===== src/rtl/dbgl_pkg.sv =====
package dbgl_pkg;
  // operation codes on cmd_op
  typedef enum logic [1:0] {
    OP_WRITE = 2'b00,
    OP_READ  = 2'b01,
    OP_ENTER = 2'b10,
    OP_EXIT  = 2'b11
  } op_e;

  typedef enum logic [1:0] {
    ST_IDLE,
    ST_XFER,
    ST_ENTER,
    ST_EXIT
  } state_e;

  localparam int ENTER_PHASES = 5;
  localparam int EXIT_PHASES  = 2;
endpackage


===== src/rtl/dbgl_phase_timer.sv =====
module dbgl_phase_timer #(
  parameter int DIV_W = 8
) (
  input  logic             clk,
  input  logic             rst_n,
  input  logic             start,
  input  logic             run,
  input  logic [DIV_W-1:0] period,
  output logic             tick
);
  logic [DIV_W-1:0] per_q;
  logic [DIV_W-1:0] cnt_q;
  logic [DIV_W-1:0] per_eff;

  // zero would stall the link; treat it as one cycle per phase
  assign per_eff = (period == '0) ? DIV_W'(1) : period;
  assign tick    = run && (cnt_q == '0);

  always_ff @(posedge clk or negedge rst_n) begin
    if (!rst_n) begin
      per_q <= DIV_W'(1);
      cnt_q <= '0;
    end else if (start) begin
      per_q <= per_eff;
      cnt_q <= per_eff - DIV_W'(1);
    end else if (run) begin
      if (cnt_q == '0) cnt_q <= per_q - DIV_W'(1);
      else             cnt_q <= cnt_q - DIV_W'(1);
    end
  end
endmodule


===== src/rtl/dbgl_shifter.sv =====
module dbgl_shifter #(
  parameter int DATA_W = 8
) (
  input  logic              clk,
  input  logic              rst_n,
  input  logic              load,
  input  logic [DATA_W-1:0] load_val,
  input  logic              shift,
  input  logic              sin,
  output logic              msb,
  output logic              last,
  output logic [DATA_W-1:0] next_val
);
  localparam int CNT_W = (DATA_W > 1) ? $clog2(DATA_W) : 1;

  logic [DATA_W-1:0] sh_q;
  logic [CNT_W-1:0]  bit_q;

  assign msb      = sh_q[DATA_W-1];
  assign last     = (bit_q == CNT_W'(DATA_W-1));
  assign next_val = {sh_q[DATA_W-2:0], sin};

  always_ff @(posedge clk or negedge rst_n) begin
    if (!rst_n) begin
      sh_q  <= '0;
      bit_q <= '0;
    end else if (load) begin
      sh_q  <= load_val;
      bit_q <= '0;
    end else if (shift) begin
      sh_q  <= next_val;
      bit_q <= bit_q + CNT_W'(1);
    end
  end
endmodule


===== src/rtl/dbg_link_master.sv =====
module dbg_link_master
  import dbgl_pkg::*;
#(
  parameter int DIV_W  = 8,
  parameter int DATA_W = 8
) (
  input  logic              clk,
  input  logic              rst_n,
  input  logic [DIV_W-1:0]  half_period,
  input  logic              cmd_valid,
  output logic              cmd_ready,
  input  logic [1:0]        cmd_op,
  input  logic [DATA_W-1:0] cmd_data,
  output logic              rsp_valid,
  output logic [DATA_W-1:0] rsp_data,
  output logic              busy,
  output logic              link_clk,
  output logic              link_rst_n,
  output logic              link_dout,
  output logic              link_oe,
  input  logic              link_din
);
  localparam int PH_W = 3;

  state_e            state_q;
  logic              clk_q, rstn_q, oe_q, rv_q;
  logic [DATA_W-1:0] rd_q;
  logic [PH_W-1:0]   ph_q;
  logic              accept, tick, shift, last, msb;
  logic [DATA_W-1:0] next_val;
  op_e               op;

  assign op        = op_e'(cmd_op);
  assign cmd_ready = (state_q == ST_IDLE);
  assign busy      = (state_q != ST_IDLE);
  assign accept    = cmd_valid && cmd_ready;
  assign shift     = (state_q == ST_XFER) && tick && clk_q;

  dbgl_phase_timer #(.DIV_W(DIV_W)) u_timer (
    .clk    (clk),
    .rst_n  (rst_n),
    .start  (accept),
    .run    (busy),
    .period (half_period),
    .tick   (tick)
  );

  dbgl_shifter #(.DATA_W(DATA_W)) u_shift (
    .clk      (clk),
    .rst_n    (rst_n),
    .load     (accept && (op == OP_WRITE || op == OP_READ)),
    .load_val (cmd_data),
    .shift    (shift),
    .sin      (link_din),
    .msb      (msb),
    .last     (last),
    .next_val (next_val)
  );

  always_ff @(posedge clk or negedge rst_n) begin
    if (!rst_n) begin
      state_q <= ST_IDLE;
      clk_q   <= 1'b0;
      rstn_q  <= 1'b1;
      oe_q    <= 1'b0;
      rv_q    <= 1'b0;
      rd_q    <= '0;
      ph_q    <= '0;
    end else begin
      rv_q <= 1'b0;
      unique case (state_q)
        ST_IDLE: begin
          if (accept) begin
            clk_q <= 1'b0;
            ph_q  <= '0;
            unique case (op)
              OP_WRITE: begin state_q <= ST_XFER;  oe_q   <= 1'b1; end
              OP_READ:  begin state_q <= ST_XFER;  oe_q   <= 1'b0; end
              OP_ENTER: begin state_q <= ST_ENTER; rstn_q <= 1'b0; end
              OP_EXIT:  begin state_q <= ST_EXIT;  rstn_q <= 1'b0; end
            endcase
          end
        end
        ST_XFER: begin
          if (tick) begin
            clk_q <= ~clk_q;
            if (clk_q && last) begin
              state_q <= ST_IDLE;
              oe_q    <= 1'b0;
              rv_q    <= 1'b1;
              rd_q    <= next_val;
            end
          end
        end
        ST_ENTER: begin
          if (tick) begin
            if (ph_q == PH_W'(ENTER_PHASES - 1)) begin
              state_q <= ST_IDLE;
              rstn_q  <= 1'b1;
              rv_q    <= 1'b1;
              rd_q    <= '0;
            end else begin
              ph_q  <= ph_q + PH_W'(1);
              clk_q <= ~clk_q;
            end
          end
        end
        ST_EXIT: begin
          if (tick) begin
            if (ph_q == PH_W'(EXIT_PHASES - 1)) begin
              state_q <= ST_IDLE;
              rstn_q  <= 1'b1;
              rv_q    <= 1'b1;
              rd_q    <= '0;
            end else begin
              ph_q <= ph_q + PH_W'(1);
            end
          end
        end
      endcase
    end
  end

  assign link_clk   = clk_q;
  assign link_rst_n = rstn_q;
  assign link_oe    = oe_q;
  assign link_dout  = msb;
  assign rsp_valid  = rv_q;
  assign rsp_data   = rd_q;
endmodule


===== config.mk =====
export PLATFORM = sky130hd
export DESIGN_NAME = dbg_link_master
export DESIGN_NICKNAME = d
export VERILOG_FILES = /design/src/rtl/dbgl_pkg.sv /design/src/rtl/dbgl_phase_timer.sv /design/src/rtl/dbgl_shifter.sv /design/src/rtl/dbg_link_master.sv
export SDC_FILE = /design/constraint.sdc
export NUM_CORES = 1
export LEC_CHECK = 0
export BUFFER_PORTS_ARGS = -buffer_cell sky130_fd_sc_hd__buf_4
export CORE_ASPECT_RATIO = 0.8
export CORE_MARGIN = 2
export CORE_UTILIZATION = 51
export DETAILED_ROUTE_END_ITERATION = 10
export HOLD_SLACK_MARGIN = 0.02
export PLACE_DENSITY_LB_ADDON = 0.25
export SLEW_MARGIN = 15
export SYNTH_ARGS = -nofsm -noshare
export SYNTH_HDL_FRONTEND = slang
export SYNTH_SLANG_ARGS = --single-unit

===== constraint.sdc =====
create_clock -name clk -period 2.5 [get_ports clk]
set_clock_uncertainty 0.2 [all_clocks]
set_input_delay 0.125 -clock clk [delete_from_list [all_inputs] [get_ports clk]]
set_output_delay 0.125 -clock clk [all_outputs]
set_load 0.05 [all_outputs]

## After elaboration in Yosys (flattened, before gate mapping)

Cells that the tools add are included.

- Flip-flop bits (word level): 44
- Word-level logic and storage cells: 117
- Bits of input ports: 22

- Reductions and logical operators: 26
- Equal/unequal tests: 20
- Add/subtract/negate cells: 5
- Multiplexer cells: 54
- Bitwise operators: 1

Operators by type and width:

| kind | count |
|---|---|
| 2-to-1 mux 8 bit | 12 |
| case mux 8 bit (3 select lines) | 1 |
| subtractor 8 x 1 -> 8 bit, second input constant | 3 |
| 2-to-1 mux 3 bit | 7 |
| AND reduction 7 bit | 3 |
| 2-to-1 mux 1 bit | 19 |
| zero test 8 bit | 2 |
| inequality test 2 bit, second input constant | 8 |
| 2-to-1 mux 2 bit | 7 |
| AND reduction 5 bit | 2 |
| case mux 1 bit (3 select lines) | 3 |
| case mux 3 bit (3 select lines) | 1 |
| nonzero test 3 bit | 3 |
| equality test 2 bit, second input constant | 4 |
| case mux 2 bit (4 select lines) | 1 |
| nonzero test 2 bit | 4 |
| adder 3 x 1 -> 3 bit, second input constant | 2 |
| equality test 3 bit, second input constant | 2 |
| logical AND 1 bit | 6 |
| case mux 2 bit (3 select lines) | 1 |
| AND reduction 6 bit | 1 |
| equality test 2 x 1 -> 1 bit, second input constant | 2 |
| zero test 2 bit | 2 |
| inequality test 2 x 1 -> 1 bit, second input constant | 2 |
| other kinds (6) | 8 |

## Longest topological paths before layout

- Word-level depth: 6
- Depth in mapped cells: 10
- Gate-level depth less buffers: 10

## Cells and area by module

Synthesis repeated with hierarchy kept, for this count alone.

- Cell total of the unflattened synthesis: 248
- Area, all modules: 2593.7 µm²

By module, submodules not included:

| module | cells an instance | times used | area an instance (µm²) |
|---|---|---|---|
| dbg_link_master | 96 | 1 | 1054.8 |
| dbgl_phase_timer | 105 | 1 | 1017.2 |
| dbgl_shifter | 47 | 1 | 521.8 |

## Worst setup path after synthesis

No wires, ideal clock.

- Kind: flip-flop to flip-flop
- From: register state_q[0]
- To: register ph_q[2]
- Slack: -0.383 ns
- Arrival time: 2.617 ns
- Path buffers: 1
- Stages on the path, launching flop included: 9
- Data required time: 2.234 ns
- Path through: dfrtp_1 > inv_1 > ha_1 > clkbuf_1 > inv_1 > a21oi_1 > or4_4 > or4b_1 > nand2_1

- Word-level cells in the longest chain between the ends: 4
- Elaborated cells on any way between the ends: 14

Ends and longest elaborated chain:

| item | RTL line | source |
|---|---|---|
| from (decl) | dbg_link_master.sv:25 | `state_e state_q;` |
| from (signal assigned) | dbg_link_master.sv:62 | `state_q <= ST_IDLE;` |
| from (signal assigned) | dbg_link_master.sv:77 | `OP_WRITE: begin state_q <= ST_XFER; oe_q <= 1'b1; end` |
| from (signal assigned) | dbg_link_master.sv:78 | `OP_READ: begin state_q <= ST_XFER; oe_q <= 1'b0; end` |
| zero test 2 bit * | dbg_link_master.sv:34 | `assign cmd_ready = (state_q == ST_IDLE);` |
| via cmd_ready | dbg_link_master.sv:11 | `output logic cmd_ready,` |
| logical AND 1 bit | dbg_link_master.sv:36 | `assign accept = cmd_valid && cmd_ready;` |
| inequality test 2 x 1 -> 1 bit (no source line) | n/a |  |
| AND reduction 6 bit (no source line) | n/a |  |
| to (signal assigned) | dbg_link_master.sv:103 | `ph_q <= ph_q + PH_W'(1);` |
| to (signal assigned) | dbg_link_master.sv:116 | `ph_q <= ph_q + PH_W'(1);` |
| to (decl) | dbg_link_master.sv:28 | `logic [PH_W-1:0] ph_q;` |

Mark *: on every way through the listed nets, which the timed path passes. The rest lies on a longest branch.
A chain may end at the register's enable or synchronous reset.

## Final worst setup path

- From: register u_timer.cnt_q[3]
- To: register state_q[0]

- Word-level cells in the longest chain between the ends: 4
- Elaborated cells on any way between the ends: 6

Ends and longest elaborated chain:

| item | RTL line | source |
|---|---|---|
| from (decl) | dbgl_phase_timer.sv:12 | `logic [DIV_W-1:0] cnt_q;` |
| from (signal assigned) | dbgl_phase_timer.sv:25 | `cnt_q <= per_eff - DIV_W'(1);` |
| from (signal assigned) | dbgl_phase_timer.sv:27 | `if (cnt_q == '0) cnt_q <= per_q - DIV_W'(1);` |
| from (signal assigned) | dbgl_phase_timer.sv:28 | `else cnt_q <= cnt_q - DIV_W'(1);` |
| zero test 8 bit * | dbgl_phase_timer.sv:17 | `assign tick = run && (cnt_q == '0);` |
| logical AND 1 bit * | dbgl_phase_timer.sv:17 |  |
| inequality test 2 bit (no source line) | n/a |  |
| AND reduction 7 bit (no source line) * | n/a |  |

Mark *: on every way between the ends. The rest lies on a longest branch, timed or not.

==> run_results.csv <==
group,metric,value,unit
die,io_pins,37,
worst_setup_path,end_kind,"flip-flop",
worst_setup_path,crit_slowest_cell,"dfrtp_2",
cts,cts_made_buffers,5,
route,final_antenna_net_count,0,
logic_synthesis,synth_warnings,0,
worst_setup_path,crit_type,"flip-flop to flip-flop",
timing,fin_crit,2.495,ns
logic_synthesis,synth-seq-cells,44,
cts,clockBufferDepth,2,
global_routing,grt_pass1_vias,2208,
die,fp.dieW,82.47,um
timing,fmax,400.7,MHz
route,firstDrtPassIters,4,
cts,insertion_delay,0.31,ns
run,cap_viol_max_count,0,
logic_synthesis,avgSynthCellArea,9.340,um^2
cts,cts.sinks,44,
logic_synthesis,synth_edf_count,0,
worst_setup_path,critPathLaunch,"u_timer.cnt_q[3]",
place,numPortBuffers,36,
worst_setup_path,slowest_delay,0.44,ns
global_routing,grt_first_pass_wirelength,10690,um
worst_setup_path,cp_max_fo,3,
layout,fin_cells,409,
cts,htreeDepth,2,
cts,root_buffer,"clkbuf_8",
timing,relSlewSlack,0.6311,
logic_synthesis,synthCells,269,
power_and_ir_drop,pwr_density_cell,546.4,nW/um^2
worst_setup_path,r2r_slack,0.005,ns
route,num_vias,2321,
logic_synthesis,netlist_area,2512,um^2
global_routing,grt_use_met3,0.04743,
route,finalWirelength,6638,um
die,start_util,0.5401,
worst_setup_path,rr_worst_depth,5,
timing,drv_slew,0,
timing,setup_viol,0,
layout,area_growth,33.62,%
cts,clkSlewWorstSetupHoldPaths,0.09,ns
die,die_area,5507,um^2
route,drt_iter0_drc,177,
global_routing,globalRouteMet1Util,0.3721,
global_routing,grtUsageTotal,0.2606,
die,core,4652,um^2
power_and_ir_drop,fin_total_pwr,1.834,mW
timing,tightestPinTransition,0.5533,ns
die,die_height,66.78,um
logic_synthesis,async_reset_ff_frac,1.000,
cts,cts_tree,"done",
worst_setup_path,r2r-end,"state_q[0]",
route,via_per_inst,5.675,
global_routing,grtUsageMet2,0.3942,
layout,final_core_util,0.7216,
route,drc,0,
layout,drive_above_1_share,0.2837,
worst_setup_path,crit_path_cell_trace,"nor4_4 > nand2_2 > or3_4 > a2111oi_4 > mux2_1",
hold_path,hp-class,"primary input to flip-flop",
power_and_ir_drop,ir_drop,0.4015,mV
worst_setup_path,crit_required,2.48,ns
global_routing,overflow,0,
global_routing,grt_busiest_layer,"met2",
layout,layout.nets,380,
run_status,outcome,"finished, final reports clean",
power_and_ir_drop,p_leak,1.425,nW
global_routing,grt_max_degree,45,
place,numPlacedInstances,376,
logic_synthesis,yosysSeqAreaShare,0.4392,
logic_synthesis,synth_cell_types,50,
place,gp_congestion,0.9029,
layout,n_antenna_cell,0,
worst_setup_path,cp-start-kind,"flip-flop",
place,hpwlAfterDp,4352,um
die,rows,22,
timing,fin_crit_sh,0.9981,
logic_synthesis,synth-main-ff-cell,"dfrtp_1",
logic_synthesis,synth_nets,301,
worst_setup_path,endpoint,"state_q[0]",
timing,hold_violations,0,
route,post_drt_wl_per_cell,16.23,um
worst_setup_path,crit_arrival,2.48,ns
global_routing,antenna_found_initial,0,
worst_setup_path,timing.rr.start,"u_timer.cnt_q[3]",
cell usage in the layout (no fill, tap or decap), types with 3 or more instances in the layout:
master         synthesis  final
a21oi_1                6      6
inv_1                  7      4
mux2i_1               12     12
nor4b_1                4      4
nand4_1                3      3
nand2_1               56     56
o21ai_1                9      9
a211o_1                3      3
dlygate4sd3_1          0     20
dfrtp_1               42     40
o21ai_0               16     16
a31oi_1                5      5
nor3_1                 5      4
buf_4                  0     65
nand2b_1               9      9
clkbuf_8               0      6
nor2_1                14     13
o31ai_1                8      8
ha_1                  10      7
nand3_1                5      5
cells in the mapped netlist, types with 3 or more instances:
master	instances	share of area
nand2_1	56	0.084
dfrtp_1	42	0.42
o21ai_0	16	0.032
nor2_1	14	0.021
mux2i_1	12	0.048
clkbuf_1	10	0.015
ha_1	10	0.050
nand2b_1	9	0.022
o21ai_1	9	0.018
o31ai_1	8	0.024
inv_1	7	0.010
a21oi_1	6	0.012
a31oi_1	5	0.012
nand3_1	5	0.010
nor3_1	5	0.010
nor4b_1	4	0.014
a211o_1	3	0.010
nand4_1	3	0.0075
per-layer routing:
metal | wire, um | up-vias
met3 | 391 | 18
met5 | 0 | -
met4 | 180 | 0
met2 | 2963 | 83
li1 | - | 1120
met1 | 3102 | 1100
per-stage QoR:
| step | cell area, um^2 | hold slack, ns | worst slack, ns | TNS (ns) |
|---|---|---|---|---|
| 6_report | 3357 | 0.1004 | 0.004647 | 0 |
| 5_1_grt | 3357 | 0.1279 | -0.009944 | -0.01146 |
| 4_1_cts | 3304 | 0.07789 | 0.008572 | 0 |
| 3_5_place_dp | 3008 | -0.04871 | -0.01162 | -0.01162 |
| 3_3_place_gp | 3008 | -0.04761 | 0.1059 | 0 |
| 2_1_floorplan | 2531 | -0.3706 | 0.002376 | 0 |
critical path, delay by kind of cell (launching register included):
kind | cells | cell delay [ns]
simple gates | 3 | 0.91
mux | 1 | 0.38
flops | 1 | 0.44
compound gates | 1 | 0.43
what timing repair did:
action,in CTS,in global routing
setup buffers,0,5
hold buffers,20,0
pin swaps,0,6
endpoints found under the hold margin,63,0
endpoints found under the setup margin,1,15
gates cloned,0,0
gates resized for setup,1,9
area by class of cell:
cell class                      count  area [um^2]
Clock inverter                      1        7.507
Clock buffer                        7        86.33
Sequential cell                    44         1106
Inverter                            7        30.03
Multi-Input combinational cell    205         1364
Timing Repair Buffer               85        688.2
Tap cell                           60        75.07
Fill cell                         336         1295
cell families after synthesis:
group / Yosys count / share of synthesized area
buffers and inverters: 20 / 0.03088
muxes: 14 / 0.05677
and+or+nand+nor: 110 / 0.2236
adders and majority gates: 10 / 0.04980
AOI/OAI and AO/OA: 67 / 0.1858
DFF: 44 / 0.4392
xor gates and xnor gates: 4 / 0.01395
where the power goes:
| group | switching, mW | total [mW] | internal, mW |
|---|---|---|---|
| registers | 0.0946 | 0.868 | 0.774 |
| logic | 0.253 | 0.488 | 0.235 |
| clock network | 0.253 | 0.478 | 0.225 |
registers in the layout, indices dropped and copies added, names as in the netlist:
register	cells
u_shift.bit_q	3
link_clk	1
link_oe	1
ph_q	3
link_rst_n	1
u_timer.per_q	8
rsp_valid	1
rsp_data	8
u_shift.sh_q	8
u_timer.cnt_q	8
state_q	2
how the worst min path moves through the flow:
stage,cells after the start,end,slack [ns],start
floorplan,0,link_clk,-0.37,rst_n
global placement,1,u_shift.sh_q[6],-0.05,rst_n
detailed placement,1,u_shift.sh_q[6],-0.05,rst_n
CTS,5,u_timer.cnt_q[3],0.08,cmd_valid
global route,5,u_timer.cnt_q[3],0.13,cmd_valid
finish,4,link_rst_n,0.10,cmd_valid
No activity file was read; power rests on OpenSTA's default activity.
